### src/rtl/cslice_pkg.sv
package cslice_pkg;
  // Strobes from the token control to the pointer datapath
  typedef struct packed {
    logic wrStep;
    logic rdStep;
  } slice_strobe_t;

  // Pointer position reported back to the token control
  typedef struct packed {
    logic wrAtLast;
    logic rdAtLast;
  } slice_pos_t;

  localparam int DIR_COUNT = 2;
  localparam int DIR_WR    = 0;
  localparam int DIR_RD    = 1;
endpackage

### src/rtl/cslice_token.sv
module cslice_token (
  input  logic clk,
  input  logic rstN,
  input  logic chainMode,
  input  logic firstLoadN,
  input  logic reqEn,
  input  logic atLast,
  input  logic xIn,
  output logic own,
  output logic step,
  output logic xOut
);
  logic ownQ;

  assign own  = ownQ;
  assign step = reqEn & ownQ;
  assign xOut = step & atLast & chainMode;

  always_ff @(posedge clk) begin
    if (!rstN) begin
      ownQ <= !chainMode || !firstLoadN;
    end else if (!chainMode) begin
      ownQ <= 1'b1;
    end else begin
      ownQ <= (ownQ & ~xOut) | xIn;
    end
  end

  AST_TOKEN_RELEASE: assert property (@(posedge clk) disable iff (!rstN)
    (xOut && !xIn) |=> !own);
  AST_TOKEN_TAKE: assert property (@(posedge clk) disable iff (!rstN)
    (chainMode && xIn) |=> own);
  AST_PULSE_SINGLE: assert property (@(posedge clk) disable iff (!rstN)
    xOut |=> !xOut);
  AST_STANDALONE_KEEP: assert property (@(posedge clk) disable iff (!rstN)
    !chainMode |=> own);
endmodule

### src/rtl/cslice_ctrl.sv
module cslice_ctrl
  import cslice_pkg::*;
(
  input  logic          clk,
  input  logic          rstN,
  input  logic          chainMode,
  input  logic          firstLoadN,
  input  logic          wrEn,
  input  logic          rdEn,
  input  logic          wrXIn,
  input  logic          rdXIn,
  input  slice_pos_t    pos,
  output slice_strobe_t strobe,
  output logic          wrOwn,
  output logic          rdOwn,
  output logic          wrXOut,
  output logic          rdXOut
);
  logic [DIR_COUNT-1:0] enVec;
  logic [DIR_COUNT-1:0] lastVec;
  logic [DIR_COUNT-1:0] xInVec;
  logic [DIR_COUNT-1:0] ownVec;
  logic [DIR_COUNT-1:0] stepVec;
  logic [DIR_COUNT-1:0] xOutVec;

  assign enVec[DIR_WR]   = wrEn;
  assign enVec[DIR_RD]   = rdEn;
  assign lastVec[DIR_WR] = pos.wrAtLast;
  assign lastVec[DIR_RD] = pos.rdAtLast;
  assign xInVec[DIR_WR]  = wrXIn;
  assign xInVec[DIR_RD]  = rdXIn;

  for (genvar d = 0; d < DIR_COUNT; d++) begin : g_dir
    cslice_token u_token (
      .clk       (clk),
      .rstN      (rstN),
      .chainMode (chainMode),
      .firstLoadN(firstLoadN),
      .reqEn     (enVec[d]),
      .atLast    (lastVec[d]),
      .xIn       (xInVec[d]),
      .own       (ownVec[d]),
      .step      (stepVec[d]),
      .xOut      (xOutVec[d])
    );
  end

  assign strobe.wrStep = stepVec[DIR_WR];
  assign strobe.rdStep = stepVec[DIR_RD];
  assign wrOwn         = ownVec[DIR_WR];
  assign rdOwn         = ownVec[DIR_RD];
  assign wrXOut        = xOutVec[DIR_WR];
  assign rdXOut        = xOutVec[DIR_RD];

  AST_RD_HANDOFF_RELEASE: assert property (@(posedge clk) disable iff (!rstN)
    (rdXOut && !rdXIn) |=> !rdOwn);
  AST_STANDALONE_NO_RD_PULSE: assert property (@(posedge clk) disable iff (!rstN)
    !chainMode |-> !rdXOut);
endmodule

### src/rtl/cslice_ptrs.sv
module cslice_ptrs
  import cslice_pkg::*;
#(
  parameter int DEPTH = 64,
  localparam int AW = (DEPTH > 1) ? $clog2(DEPTH) : 1
) (
  input  logic          clk,
  input  logic          rstN,
  input  slice_strobe_t strobe,
  output logic [AW-1:0] wrAddr,
  output logic [AW-1:0] rdAddr,
  output slice_pos_t    pos
);
  localparam logic [AW-1:0] LAST_IDX = AW'(DEPTH - 1);

  logic [DIR_COUNT-1:0] stepVec;
  logic [DIR_COUNT-1:0] lastVec;
  logic [AW-1:0]        ptr [DIR_COUNT];

  assign stepVec[DIR_WR] = strobe.wrStep;
  assign stepVec[DIR_RD] = strobe.rdStep;

  for (genvar d = 0; d < DIR_COUNT; d++) begin : g_ptr
    assign lastVec[d] = (ptr[d] == LAST_IDX);

    always_ff @(posedge clk) begin
      if (!rstN) begin
        ptr[d] <= '0;
      end else if (stepVec[d]) begin
        ptr[d] <= lastVec[d] ? '0 : ptr[d] + AW'(1);
      end
    end

    AST_PTR_WRAP: assert property (@(posedge clk) disable iff (!rstN)
      (stepVec[d] && ptr[d] == LAST_IDX) |=> (ptr[d] == '0));
    AST_PTR_ADVANCE: assert property (@(posedge clk) disable iff (!rstN)
      (stepVec[d] && ptr[d] != LAST_IDX) |=> (ptr[d] == $past(ptr[d]) + AW'(1)));
    AST_PTR_HOLD: assert property (@(posedge clk) disable iff (!rstN)
      !stepVec[d] |=> $stable(ptr[d]));
  end

  assign wrAddr       = ptr[DIR_WR];
  assign rdAddr       = ptr[DIR_RD];
  assign pos.wrAtLast = lastVec[DIR_WR];
  assign pos.rdAtLast = lastVec[DIR_RD];
endmodule

### src/rtl/cascade_slice.sv
module cascade_slice
  import cslice_pkg::*;
#(
  parameter int DEPTH = 64,
  localparam int AW = (DEPTH > 1) ? $clog2(DEPTH) : 1
) (
  input  logic          clk,
  input  logic          rstN,
  input  logic          chainMode,
  input  logic          firstLoadN,
  input  logic          wrEn,
  input  logic          rdEn,
  input  logic          outEn,
  input  logic          wrXIn,
  input  logic          rdXIn,
  input  logic          halfFullIn,
  output logic          wrXOutHf,
  output logic          rdXOut,
  output logic          memWrite,
  output logic [AW-1:0] memWrAddr,
  output logic          memRead,
  output logic [AW-1:0] memRdAddr,
  output logic          dataDrive,
  output logic          wrOwn,
  output logic          rdOwn
);
  slice_strobe_t strobe;
  slice_pos_t    pos;
  logic          wrXPulse;

  cslice_ctrl u_ctrl (
    .clk       (clk),
    .rstN      (rstN),
    .chainMode (chainMode),
    .firstLoadN(firstLoadN),
    .wrEn      (wrEn),
    .rdEn      (rdEn),
    .wrXIn     (wrXIn),
    .rdXIn     (rdXIn),
    .pos       (pos),
    .strobe    (strobe),
    .wrOwn     (wrOwn),
    .rdOwn     (rdOwn),
    .wrXOut    (wrXPulse),
    .rdXOut    (rdXOut)
  );

  cslice_ptrs #(.DEPTH(DEPTH)) u_ptrs (
    .clk   (clk),
    .rstN  (rstN),
    .strobe(strobe),
    .wrAddr(memWrAddr),
    .rdAddr(memRdAddr),
    .pos   (pos)
  );

  assign memWrite  = strobe.wrStep;
  assign memRead   = strobe.rdStep;
  assign dataDrive = outEn & rdOwn;
  assign wrXOutHf  = chainMode ? wrXPulse : halfFullIn;

  AST_WR_PULSE_AT_LAST: assert property (@(posedge clk) disable iff (!rstN)
    (chainMode && wrXOutHf) |-> (memWrite && memWrAddr == AW'(DEPTH - 1)));
  AST_RD_PULSE_AT_LAST: assert property (@(posedge clk) disable iff (!rstN)
    rdXOut |-> (memRead && memRdAddr == AW'(DEPTH - 1)));
endmodule

### config.mk
export PLATFORM = sky130hd
export DESIGN_NAME = cascade_slice
export DESIGN_NICKNAME = d
export VERILOG_FILES = /design/src/rtl/cslice_pkg.sv /design/src/rtl/cslice_token.sv /design/src/rtl/cslice_ctrl.sv /design/src/rtl/cslice_ptrs.sv /design/src/rtl/cascade_slice.sv
export SDC_FILE = /design/constraint.sdc
export NUM_CORES = 1
export LEC_CHECK = 0
export ABC_CLOCK_PERIOD_IN_PS = 4450
export BUFFER_PORTS_ARGS = -buffer_cell sky130_fd_sc_hd__buf_2
export CORE_MARGIN = 2
export CORE_UTILIZATION = 51
export CTS_CLUSTER_DIAMETER = 40
export CTS_CLUSTER_SIZE = 14
export DETAILED_ROUTE_END_ITERATION = 7
export MAX_ROUTING_LAYER = met4
export PLACE_DENSITY = 0.93
export SYNTH_ARGS = -nofsm -noshare
export SYNTH_HDL_FRONTEND = slang
export SYNTH_HIERARCHICAL = 1
export SYNTH_SLANG_ARGS = --single-unit
export TNS_END_PERCENT = 10
### constraint.sdc
create_clock -name clk -period 4.45 [get_ports clk]
set_clock_uncertainty 0.1 [all_clocks]
set_input_delay 0.89 -clock clk [delete_from_list [all_inputs] [get_ports clk]]
set_output_delay 0.89 -clock clk [all_outputs]
set_load 0.02 [all_outputs]
Word-level counts from Yosys, hierarchy flattened
Memory sizes are Yosys's and may differ from the RTL's.
Cells that the tools add are included.
{ "totals": {"register_bits": 2, "latch_bits": 0, "mem_bits_rw": 12, "mem_bits_ro": 0, "inputBits": 10, "out_inout_bits": 19, "elab_cells": 41, "memories": 1} }
{ "classes": {"n_addsub": 2, "n_mul": 0, "n_div": 0, "order_cmp": 0, "eq_ne": 2, "n_shift": 0, "n_mux": 16, "n_bitwise": 15, "reduce_logical": 3} }
{ "mem_list": {"columns": ["memory", "depth", "word_bits", "read_ports", "rd_ports_with_merged_regs", "write_ports", "line", "text"], "rows": [
  ["u_ptrs.ptr", 2, 6, 2, 0, 2, "cslice_ptrs.sv:18", "logic [AW-1:0] ptr [DIR_COUNT];"]
]} }
{ "ops": {"columns": ["cell", "n"], "rows": [
  ["$mux 6", 4],
  ["$add 6x1->6 const B", 2],
  ["$eq 6x6->1 const B", 2],
  ["$mux 1", 12],
  ["$and 1x1->1", 9],
  ["$or 1x1->1", 4],
  ["$logic_not 1->1", 2],
  ["$not 1->1", 2],
  ["$logic_or 1x1->1", 1]
]} }

Logic depth before layout (Yosys ltp)
{ "logic_depth": {"depth_word": 8, "ltp_mapped": 4, "mapped_depth_nobuf": 4} }

Cells and area by module
The synthesis kept the hierarchy.
{ "modules_own_cells": {"columns": ["module", "instances", "cells_per_inst", "area_per_inst_um2", "seq_area_each_um2"], "rows": [
  ["cslice_ptrs", 1, 56, 648.1, 360.3],
  ["cslice_token", 2, 7, 77.6, 20.0],
  ["cascade_slice", 1, 2, 21.3, 0.0]
]} }

Worst setup path before layout
No wires, ideal clock.
{ "synth_timing": {"path_kind": "reg-to-output", "from": "memory u_ptrs/ptr[0][0] (netlist name)", "to": "output wrXOutHf", "arrival_ns": 1.433, "t_required_ns": 3.460, "slack_ns": 2.027, "stages_incl_launch_ff": 5, "path_buffers": 0, "cell_sequence": "edfxtp_1 ha_1 and3_1 and4_1 mux2_4"} }
{ "synth_lines": {"columns": ["item", "line", "text"], "rows": [
  ["start, declared", "cslice_ptrs.sv:18", null],
  ["end, declared", "cascade_slice.sv:17", "output logic wrXOutHf,"]
]} }

==> impl_metrics.tcl <==
set metrics [dict create \
    r2r_setup_slack_ps 2910 \
    critical_path_class "register to output port" \
    ys_warn_count 6 \
    crit_path_end "wrXOutHf" \
    grt_use_met2_pct 34.7 \
    nNetsFinal 117 \
    hold_violations 0 \
    timing.final.crit_share_pct 63.8 \
    drcViolationCount 0 \
    setup-tns-final_ps 0 \
    post-route-min-period_ps 2840 \
    clock_latency_ps 270 \
    yosys.area_share.simple_pct 29.4 \
    final_cell_area_sq_um 1020 \
    synth_cells 72 \
    cts_tree "yes" \
    dp_worst_setup_slack_ps 1780 \
    maxCapViolCount 0 \
    crit_path_end_kind "output port" \
    synth_fa_ha_area_share_pct 3.03 \
    area_growth_pct 23.8 \
    start_kind "register" \
    cpPeakStageDelay_ps 470 \
    rsz0062_at_grt "false" \
    cp.required_ps 3460 \
    drt_first_iter_violations 11 \
    slowest_stage "edfxtp_1" \
    place.gp.congestion 0.815 \
    synth_compound_area_share_pct 9.86 \
    p_total_uw 315 \
    drt.antenna.violating_nets 0 \
    grt_overflow 0 \
    grt_use_met1_pct 21.3 \
    worstHoldPathType "register to register" \
    coreArea_sq_um 1510 \
    wl_per_cell_um 14.3 \
    routed-via-count 664 \
    fin_cells 120 \
    synth_cell_type_count 25 \
    synth_area_sq_um 825 \
    fp.dieW_um 44.2 \
    syn_nets 84 \
    drv_slew 0 \
    grt_pass1_vias 643 \
    cts.sinks 14 \
    setup_slack_ps 1610 \
    relSlewSlack_pct 80.2 \
    grt_util_met3_pct 2.45 \
    start_util_pct 54.7 \
    dieArea_sq_um 1950 \
    muxShareOfSynthArea_pct 1.82 \
    dp_cells 116 \
    synth_xor_area_share_pct 6.37 \
    synth_top_family_by_area "simple AND/OR/NAND/NOR gates" \
    antenna_found_initial 0 \
    post_cts_buffers 0 \
    ys_ff_latch 14 \
    crit_start "u_ptrs/ptr[0][0]$_SDFFCE_PP0P_" \
    drt_wl_total_um 1710 \
    synth_area_per_cell_sq_um 11.5 \
    firstDrtPassIters 4 \
    die_h_um 44.2 \
    drive_above_1_share_pct 42.3 \
    power_per_cell_area_nw_per_um2 308 \
    r2r-end "u_ctrl/g_dir[0].u_token/own$_DFF_P_" \
    ir_worst_vdd_uv 180 \
    grt_usage_pct 19.0 \
    grt_pass1_wl_um 2680 \
    regArea_sq_um 400 \
    tightest_slew_ps 297 \
    crit_chain "ha_1, and3_1, and4_1, mux2_4, buf_2" \
    nFillCells 121 \
    r2r-start "u_ptrs/ptr[0][0]$_SDFFCE_PP0P_" \
    ctsRootBufferMaster "clkbuf_4" \
    crit_cells 5 \
    io_pins 29 \
    fp-row-count 14 \
    arrival_ps 1850 \
    routed_via_density 5.53 \
    placement.io_buffers 28 \
    fmax_ghz 0.352 \
    dp_hpwl_um 1330 \
    critPathMaxFanout 6 \
    multiInputGateArea_sq_um 417 \
    holdBufCountCts 0 \
    grt_max_degree 11 \
    placed_area_sq_um 985 \
    numCtsBuffers 3 \
    clk_pin_slew_ps 80 \
    path_delay_family "flip-flops" \
    cts_resized 0 \
    seq_area_frac_synth_pct 48.6 \
    outcome "complete, no violations" \
    p_leak_nw 0.455 \
    grt-busiest-layer "met2" \
    htree_levels 1 \
    rr_worst_depth 4 \
    clock_path_buffers 2 \
    setup_viol 0 \
    critPathBufInv 1 \
    num_antenna_cells 0 \
]
## Yosys cell counts
| cell | count | area, sq um |
|---|---|---|
| a211oi_2 | 2 | 25.0 |
| a21oi_1 | 4 | 20.0 |
| a31o_2 | 1 | 8.76 |
| a31o_4 | 1 | 17.5 |
| and2_1 | 3 | 18.8 |
| and3_1 | 1 | 6.26 |
| and3_2 | 1 | 7.51 |
| and3_4 | 2 | 22.5 |
| and3b_1 | 4 | 35.0 |
| and4_1 | 2 | 17.5 |
| and4bb_2 | 2 | 25.0 |
| dfxtp_1 | 2 | 40.0 |
| edfxtp_1 | 12 | 360 |
| ha_1 | 2 | 25.0 |
| inv_1 | 2 | 7.51 |
| mux2_4 | 1 | 15.0 |
| nand2_1 | 2 | 7.51 |
| nand2b_1 | 2 | 12.5 |
| nand3_1 | 6 | 30.0 |
| nand4b_1 | 2 | 17.5 |
| nor2_1 | 8 | 30.0 |
| nor2_2 | 2 | 12.5 |
| o21ai_0 | 2 | 10.0 |
| xnor2_1 | 2 | 17.5 |
| xor2_1 | 4 | 35.0 |
## how the worst min path moves through the flow
stage	from	slack (ps)	end	cells past startpoint
finish	u_ptrs/ptr[0][0]$_SDFFCE_PP0P_	560	u_ptrs/ptr[0][0]$_SDFFCE_PP0P_	1
global route	u_ptrs/ptr[0][0]$_SDFFCE_PP0P_	600	u_ptrs/ptr[0][0]$_SDFFCE_PP0P_	1
CTS	u_ptrs/ptr[0][0]$_SDFFCE_PP0P_	570	u_ptrs/ptr[0][0]$_SDFFCE_PP0P_	1
detailed placement	u_ptrs/ptr[0][0]$_SDFFCE_PP0P_	550	u_ptrs/ptr[0][0]$_SDFFCE_PP0P_	1
global placement	u_ptrs/ptr[0][0]$_SDFFCE_PP0P_	550	u_ptrs/ptr[0][0]$_SDFFCE_PP0P_	1
floorplan	u_ptrs/ptr[1][0]$_SDFFCE_PP0P_	640	u_ptrs/ptr[1][0]$_SDFFCE_PP0P_	1
## cell type report
class / instances / area share [%]
clock buffers: 4 / 3.55
inverters: 2 / 0.735
multi-input cells: 56 / 40.8
flip-flops and latches: 14 / 39.2
well taps: 16 / 1.96
repair buffers: 28 / 13.7
## cell usage in the layout (no fill, tap or decap)
| cell type | instances |
|---|---|
| a211oi_2 | 2 |
| a21oi_1 | 4 |
| a31o_2 | 1 |
| a31o_4 | 1 |
| and2_1 | 3 |
| and3_1 | 1 |
| and3_2 | 1 |
| and3_4 | 2 |
| and3b_1 | 4 |
| and4_1 | 2 |
| and4bb_2 | 2 |
| buf_2 | 28 |
| clkbuf_4 | 3 |
| clkbuf_8 | 1 |
| dfxtp_1 | 2 |
| edfxtp_1 | 12 |
| ha_1 | 2 |
| inv_1 | 2 |
| mux2_4 | 1 |
| nand2_1 | 2 |
| nand2b_1 | 2 |
| nand3_1 | 6 |
| nand4b_1 | 2 |
| nor2_1 | 8 |
| nor2_2 | 2 |
| o21ai_0 | 2 |
| xnor2_1 | 2 |
| xor2_1 | 4 |
## power breakdown
part	switching (mW)	internal, mW	total (mW)
clock network	0.0392	0.0497	0.0889
logic	0.0358	0.0238	0.0596
registers	0.0127	0.154	0.166
total	0.0877	0.227	0.315
## per-stage QoR
stage / hold WS, ps / utilization, %
2_1_floorplan: 644 / -
3_3_place_gp: 546 / 65.4
3_5_place_dp: 551 / 65.4
4_1_cts: 565 / 67.8
5_1_grt: 598 / 67.8
6_report: 565 / 67.8
## cells by family after synthesis
logic type / Yosys count
compound gates: 10
xor+xnor: 6
fa+ha+maj: 2
buf+inv: 2
flops: 14
mux: 1
simple gates: 37
## worst reg2reg max path, delay by kind of cell, from the launching register on
kind | cells | cell delay [ps]
flip-flops | 1 | 470
AO/OA/AOI/OAI | 1 | 200
adder cells (fa/ha/maj) | 1 | 310
AND/OR/NAND/NOR | 2 | 380
## flip-flops by register name (all words and copies together) (netlist names)
| name | cells |
|---|---|
| u_ctrl/g_dir.u_token/own | 2 |
| u_ptrs/ptr | 12 |
## routing by layer
metal	wire length [um]	vias up
li1	-	336
met1	742	309
met2	888	17
met3	66	2
met4	14	0
met5	0	-
Power figures use the tool's default switching activity.
